**config.mk**
```make
export PLATFORM = sky130hd
export DESIGN_NAME = sdram_cmd_tracker
export DESIGN_NICKNAME = d
export VERILOG_FILES = /design/src/rtl/sdram_cmd_pkg.sv /design/src/rtl/sdram_cmd_decode.sv /design/src/rtl/sdram_cmd_legal.sv /design/src/rtl/sdram_bank_state.sv /design/src/rtl/sdram_cmd_tracker.sv
export SDC_FILE = /design/constraint.sdc
export NUM_CORES = 1
export LEC_CHECK = 0
export CAP_MARGIN = 5
export CORE_MARGIN = 10
export CORE_UTILIZATION = 55
export CTS_BUF_LIST = sky130_fd_sc_hd__clkbuf_2 sky130_fd_sc_hd__clkbuf_4 sky130_fd_sc_hd__clkbuf_8
export DETAILED_ROUTE_END_ITERATION = 6
export DONT_BUFFER_PORTS = 1
export PLACE_DENSITY = 0.75
export RECOVER_POWER = 100
export SKIP_CTS_REPAIR_TIMING = 1
export SLEW_MARGIN = 10
export SYNTH_ARGS = -nofsm -noshare
export SYNTH_HDL_FRONTEND = slang
export SYNTH_SLANG_ARGS = --single-unit
```
**constraint.sdc**
```tcl
create_clock -name clk -period 3.2 [get_ports clk]
set_input_delay 0.16 -clock clk [delete_from_list [all_inputs] [get_ports clk]]
set_output_delay 0.16 -clock clk [all_outputs]
set_load 0.02 [all_outputs]
```
**src/rtl/sdram_cmd_pkg.sv**
```systemverilog
package sdram_cmd_pkg;

   // Bit positions of the one-hot command vector
   typedef enum logic [3:0] {
      CMD_NOP  = 4'd0,
      CMD_ACT  = 4'd1,
      CMD_RD   = 4'd2,
      CMD_WR   = 4'd3,
      CMD_PRE  = 4'd4,
      CMD_REF  = 4'd5,
      CMD_SREF = 4'd6,
      CMD_MRS  = 4'd7,
      CMD_BST  = 4'd8
   } cmd_idx_e;

   localparam int unsigned NUM_CMDS = 9;

   typedef logic [NUM_CMDS-1:0] cmd_vec_t;

endpackage

```
**src/rtl/sdram_cmd_decode.sv**
```systemverilog
module sdram_cmd_decode
   import sdram_cmd_pkg::*;
(
   input  logic     sel_n,
   input  logic     row_n,
   input  logic     col_n,
   input  logic     wen_n,
   input  logic     clk_en,
   input  logic     clk_en_prev,
   output cmd_vec_t cmd
);

   cmd_idx_e idx;

   always_comb begin
      idx = CMD_NOP;
      // a clock that was suspended at the last edge takes no command
      if (clk_en_prev && !sel_n) begin
         case ({row_n, col_n, wen_n})
            3'b011:  idx = CMD_ACT;
            3'b101:  idx = CMD_RD;
            3'b100:  idx = CMD_WR;
            3'b010:  idx = CMD_PRE;
            3'b001:  idx = clk_en ? CMD_REF : CMD_SREF;
            3'b000:  idx = CMD_MRS;
            3'b110:  idx = CMD_BST;
            default: idx = CMD_NOP;
         endcase
      end
   end

   always_comb begin
      cmd = '0;
      cmd[idx] = 1'b1;
   end

endmodule

```
**src/rtl/sdram_cmd_legal.sv**
```systemverilog
module sdram_cmd_legal #(
   parameter int unsigned NUM_BANKS = 4,
   parameter int unsigned BA_W      = 2
) (
   input  logic                 is_act,
   input  logic                 is_rdwr,
   input  logic                 is_refresh,
   input  logic [BA_W-1:0]      bank,
   input  logic [NUM_BANKS-1:0] bank_open,
   output logic                 illegal
);

   logic sel_open;
   logic any_open;

   assign sel_open = bank_open[bank];
   assign any_open = |bank_open;

   assign illegal = (is_act     &&  sel_open) ||
                    (is_rdwr    && !sel_open) ||
                    (is_refresh &&  any_open);

endmodule

```
**src/rtl/sdram_bank_state.sv**
```systemverilog
module sdram_bank_state #(
   parameter int unsigned NUM_BANKS = 4,
   parameter int unsigned BA_W      = 2
) (
   input  logic                 clk,
   input  logic                 rst_n,
   input  logic                 is_act,
   input  logic                 is_rdwr,
   input  logic                 is_pre,
   input  logic                 illegal,
   input  logic [BA_W-1:0]      bank,
   input  logic                 ap_bit,
   input  logic                 burst_done,
   input  logic [BA_W-1:0]      burst_done_bank,
   output logic [NUM_BANKS-1:0] bank_open
);

   logic [NUM_BANKS-1:0] pend;

   for (genvar g = 0; g < NUM_BANKS; g++) begin : g_bank
      logic hit;
      logic open_set;
      logic pre_hit;
      logic ap_set;
      logic done_hit;

      assign hit      = (bank == BA_W'(g));
      assign open_set = is_act && !illegal && hit;
      assign pre_hit  = is_pre && (ap_bit || hit);
      assign ap_set   = is_rdwr && ap_bit && !illegal && hit;
      assign done_hit = burst_done && (burst_done_bank == BA_W'(g)) && pend[g];

      always_ff @(posedge clk) begin
         if (!rst_n) begin
            bank_open[g] <= 1'b0;
            pend[g]      <= 1'b0;
         end else begin
            if (pre_hit || done_hit)
               bank_open[g] <= 1'b0;
            else if (open_set)
               bank_open[g] <= 1'b1;
            pend[g] <= ap_set || (pend[g] && !pre_hit && !done_hit);
         end
      end
   end

endmodule

```
**src/rtl/sdram_cmd_tracker.sv**
```systemverilog
module sdram_cmd_tracker
   import sdram_cmd_pkg::*;
#(
   parameter  int unsigned NUM_BANKS = 4,
   localparam int unsigned BA_W      = (NUM_BANKS > 1) ? $clog2(NUM_BANKS) : 1
) (
   input  logic                 clk,
   input  logic                 rst_n,
   input  logic                 sel_n,
   input  logic                 row_n,
   input  logic                 col_n,
   input  logic                 wen_n,
   input  logic                 clk_en,
   input  logic [BA_W-1:0]      bank,
   input  logic                 ap_bit,
   input  logic                 burst_done,
   input  logic [BA_W-1:0]      burst_done_bank,
   output logic [NUM_CMDS-1:0]  cmd_out,
   output logic                 illegal,
   output logic                 auto_pre,
   output logic                 pre_all,
   output logic [NUM_BANKS-1:0] bank_open
);

   if (NUM_BANKS < 2 || (NUM_BANKS & (NUM_BANKS - 1)) != 0) begin : g_bad_banks
      $error("sdram_cmd_tracker: NUM_BANKS must be a power of two, at least 2");
   end

   logic     clk_en_prev;
   cmd_vec_t cmd_d;
   logic     is_act, is_rdwr, is_pre, is_refresh;
   logic     illegal_d;

   always_ff @(posedge clk) begin
      if (!rst_n) clk_en_prev <= 1'b1;
      else        clk_en_prev <= clk_en;
   end

   sdram_cmd_decode u_decode (
      .sel_n       (sel_n),
      .row_n       (row_n),
      .col_n       (col_n),
      .wen_n       (wen_n),
      .clk_en      (clk_en),
      .clk_en_prev (clk_en_prev),
      .cmd         (cmd_d)
   );

   assign is_act     = cmd_d[CMD_ACT];
   assign is_rdwr    = cmd_d[CMD_RD] | cmd_d[CMD_WR];
   assign is_pre     = cmd_d[CMD_PRE];
   assign is_refresh = cmd_d[CMD_REF] | cmd_d[CMD_SREF];

   sdram_cmd_legal #(.NUM_BANKS(NUM_BANKS), .BA_W(BA_W)) u_legal (
      .is_act     (is_act),
      .is_rdwr    (is_rdwr),
      .is_refresh (is_refresh),
      .bank       (bank),
      .bank_open  (bank_open),
      .illegal    (illegal_d)
   );

   sdram_bank_state #(.NUM_BANKS(NUM_BANKS), .BA_W(BA_W)) u_banks (
      .clk             (clk),
      .rst_n           (rst_n),
      .is_act          (is_act),
      .is_rdwr         (is_rdwr),
      .is_pre          (is_pre),
      .illegal         (illegal_d),
      .bank            (bank),
      .ap_bit          (ap_bit),
      .burst_done      (burst_done),
      .burst_done_bank (burst_done_bank),
      .bank_open       (bank_open)
   );

   always_ff @(posedge clk) begin
      if (!rst_n) begin
         cmd_out  <= NUM_CMDS'(1);
         illegal  <= 1'b0;
         auto_pre <= 1'b0;
         pre_all  <= 1'b0;
      end else begin
         cmd_out  <= cmd_d;
         illegal  <= illegal_d;
         auto_pre <= is_rdwr && ap_bit;
         pre_all  <= is_pre && ap_bit;
      end
   end

endmodule

```
==> qor.yml <==
yosys:
  synth_top_area_share_pct: 46.5
  synth_edf_count: 0
  synth_nets: 108
  avgSynthCellArea_sq_um: 9.52
  ys_async_sr_fraction_pct: 0
  synth_area_leaders: "dfxtp_1 46%, a41oi_1 3.9%, nand2b_1 3.5%"
  syn-instance-count: 95
  yosys.cell_types.count: 33
  synthesis.area_sq_um: 905
  yosysSeqAreaShare_pct: 46.5
  ys_warn_count: 0
  synth_ff_type: "dfxtp_1"
  yosysTopAreaCell: "dfxtp_1"
  yosys_register_bits: 21
critical_path:
  worstPathMaxFanout: 4
  critical_path_class: "reg2reg"
  cp_slowest_cell: "dfxtp_1"
  critical_path_required_ns: 3.42
  crit_family: "flip-flops"
  cpPeakStageDelay_ns: 0.53
  crit_chain: "mux4_2 -> or3b_1 -> o32ai_1"
  path_buf_inv: 0
  startpoint_type: "flip-flop"
  end_kind: "flip-flop"
  arrival_ns: 1.85
sta:
  setup_violations: 0
  finClkSkew_ns: 0.000700
  slew_violations: 0
  setup-tns-final_ns: 0
  rsz0062_at_grt: "false"
  finalCritPeriodShare_pct: 51.1
  slew_headroom_pct: 78.2
  finalHoldViolCount: 0
  clock.fmax_mhz: 611
  worst_pin_slew_ns: 0.327
  timing.final.crit_period_ns: 1.64
clock_network:
  cts_tree: "built"
  clk_latency_ns: 0.30
  ctsHtreeMaxLevel: 1
  cts_buffers: 3
  clk_pin_slew_ns: 0.11
  root_buffer: "clkbuf_4"
  cts_max_path_buffers: 2
  numClockSinks: 21
finish:
  postLayoutCellArea_sq_um: 992
  layout_common_cells: "21 x dfxtp_1, 8 x dlygate4sd3_1, 7 x inv_1"
  final_nets: 115
  final_common_cell: "dfxtp_1"
  antennaDiodeCount: 0
  syn_to_final_growth_pct: 9.68
  drive_gt1_share_pct: 6.93
  final_cells: 117
  fin_util_pct: 65.1
power_and_ir_drop:
  power_per_cell_area_mw_per_mm2: 444
  p_total_uw: 440
  peakVddDrop_v: 0.000252
  power_leakage_uw: 0.000357
floorplanning:
  ios: 29
  dieHeight_um: 60.6
  core-area_sq_mm: 0.00152
  dieArea_sq_mm: 0.00367
  die_w_um: 60.6
  start_util_pct: 59.4
  num_rows: 14
global_routing:
  grt_max_degree: 17
  track_usage_pct: 11.8
  overflow: 0
  antenna_found_initial: 0
  grt_pass1_vias: 710
  grt_pass1_wl_um: 3390
place:
  placed_area_sq_um: 895
  port-buffer-count: 0
  place.gp.congestion: 0.837
  place_inst: 105
  hpwl_um: 1600
job:
  drv_cap: 0
detailed_routing:
  drc: 0
  drtAntennaViolNets: 0
  drt-vias-per-instance: 6.49
  dr.pass1.iters: 4
  drt-initial-drc-count: 24
  wirelength_um: 2310
  wire_per_inst_um: 19.7
  num_vias: 759
min_path:
  min_path_type: "in2reg"
status:
  outcome: "finished, final reports clean"
## area by class of cell
type,instances,area [sq um]
clock buffers,4,30.0
well taps,16,20.0
multi-input cells,61,415
flip-flops and latches,21,420
repair buffers,8,80.1
inverters,7,26.3
fillers,137,532
## cell usage after synthesis (2+ instances only)
library cell / instances
inv_1: 7
dfxtp_1: 21
nor3_1: 6
nand2_1: 6
a211oi_1: 2
a41oi_1: 4
clkbuf_1: 5
and3_1: 2
o31ai_1: 3
nand2b_1: 5
nand3b_1: 3
nor2_1: 4
o21ai_0: 2
nand3_1: 3
nor4_1: 2
o22ai_1: 3
## path summary, 6_finish.rpt
check	cells after the start	startpoint	slack (ns)	to
max	3	u_banks.bank_open[1]	1.56	u_banks.pend[3]
min	2	row_n	0.003	cmd_out[3]
max reg2reg	3	u_banks.bank_open[1]	1.56	u_banks.pend[3]
min reg2reg	2	u_banks.pend[3]	0.50	u_banks.pend[3]
## worst register-to-register path: stages, from the launching register on
cell	delay, ns
dfxtp_1	0.53
mux4_2	0.32
or3b_1	0.43
o32ai_1	0.26
## routing by layer
| layer | up-vias | wire (um) | track usage, % |
|---|---|---|---|
| met4 | 0 | 25 | 4.39 |
| met3 | 2 | 258 | 3.97 |
| met1 | 355 | 943 | 14.4 |
| met5 | - | 0 | 0 |
| li1 | 361 | - | - |
| met2 | 41 | 1080 | 18.8 |
## metrics by stage
stage / worst slack, ns / hold WS, ns
6_report: 1.56 / 0.00281
2_1_floorplan: 1.78 / 0.239
5_1_grt: 1.48 / 0.00271
3_3_place_gp: 1.66 / 0.237
3_5_place_dp: 1.63 / 0.240
4_1_cts: 1.61 / -0.0889
## logic make-up (layout without fill, tap and decap cells)
kind of cell,after synthesis,count (layout),synth area share [%]
buffers and inverters,13,19,6.22
and+or+nand+nor,39,39,25.7
AOI/OAI and AO/OA,20,20,17.4
DFF,21,21,46.5
muxes,2,2,4.15
## sequential cells by signal, summed over array words and instances, names as in the netlist
name	count
clk_en_prev	1
illegal	1
u_banks.bank_open	4
u_banks.pend	4
cmd_out	9
auto_pre	1
pre_all	1
## power by group
group / switching, uW / internal, uW
Sequential: 6.26 / 265
Clock: 78.3 / 57.2
Combinational: 16.1 / 17.4
Total: 101 / 340
No activity file was read; power rests on OpenSTA's default activity.
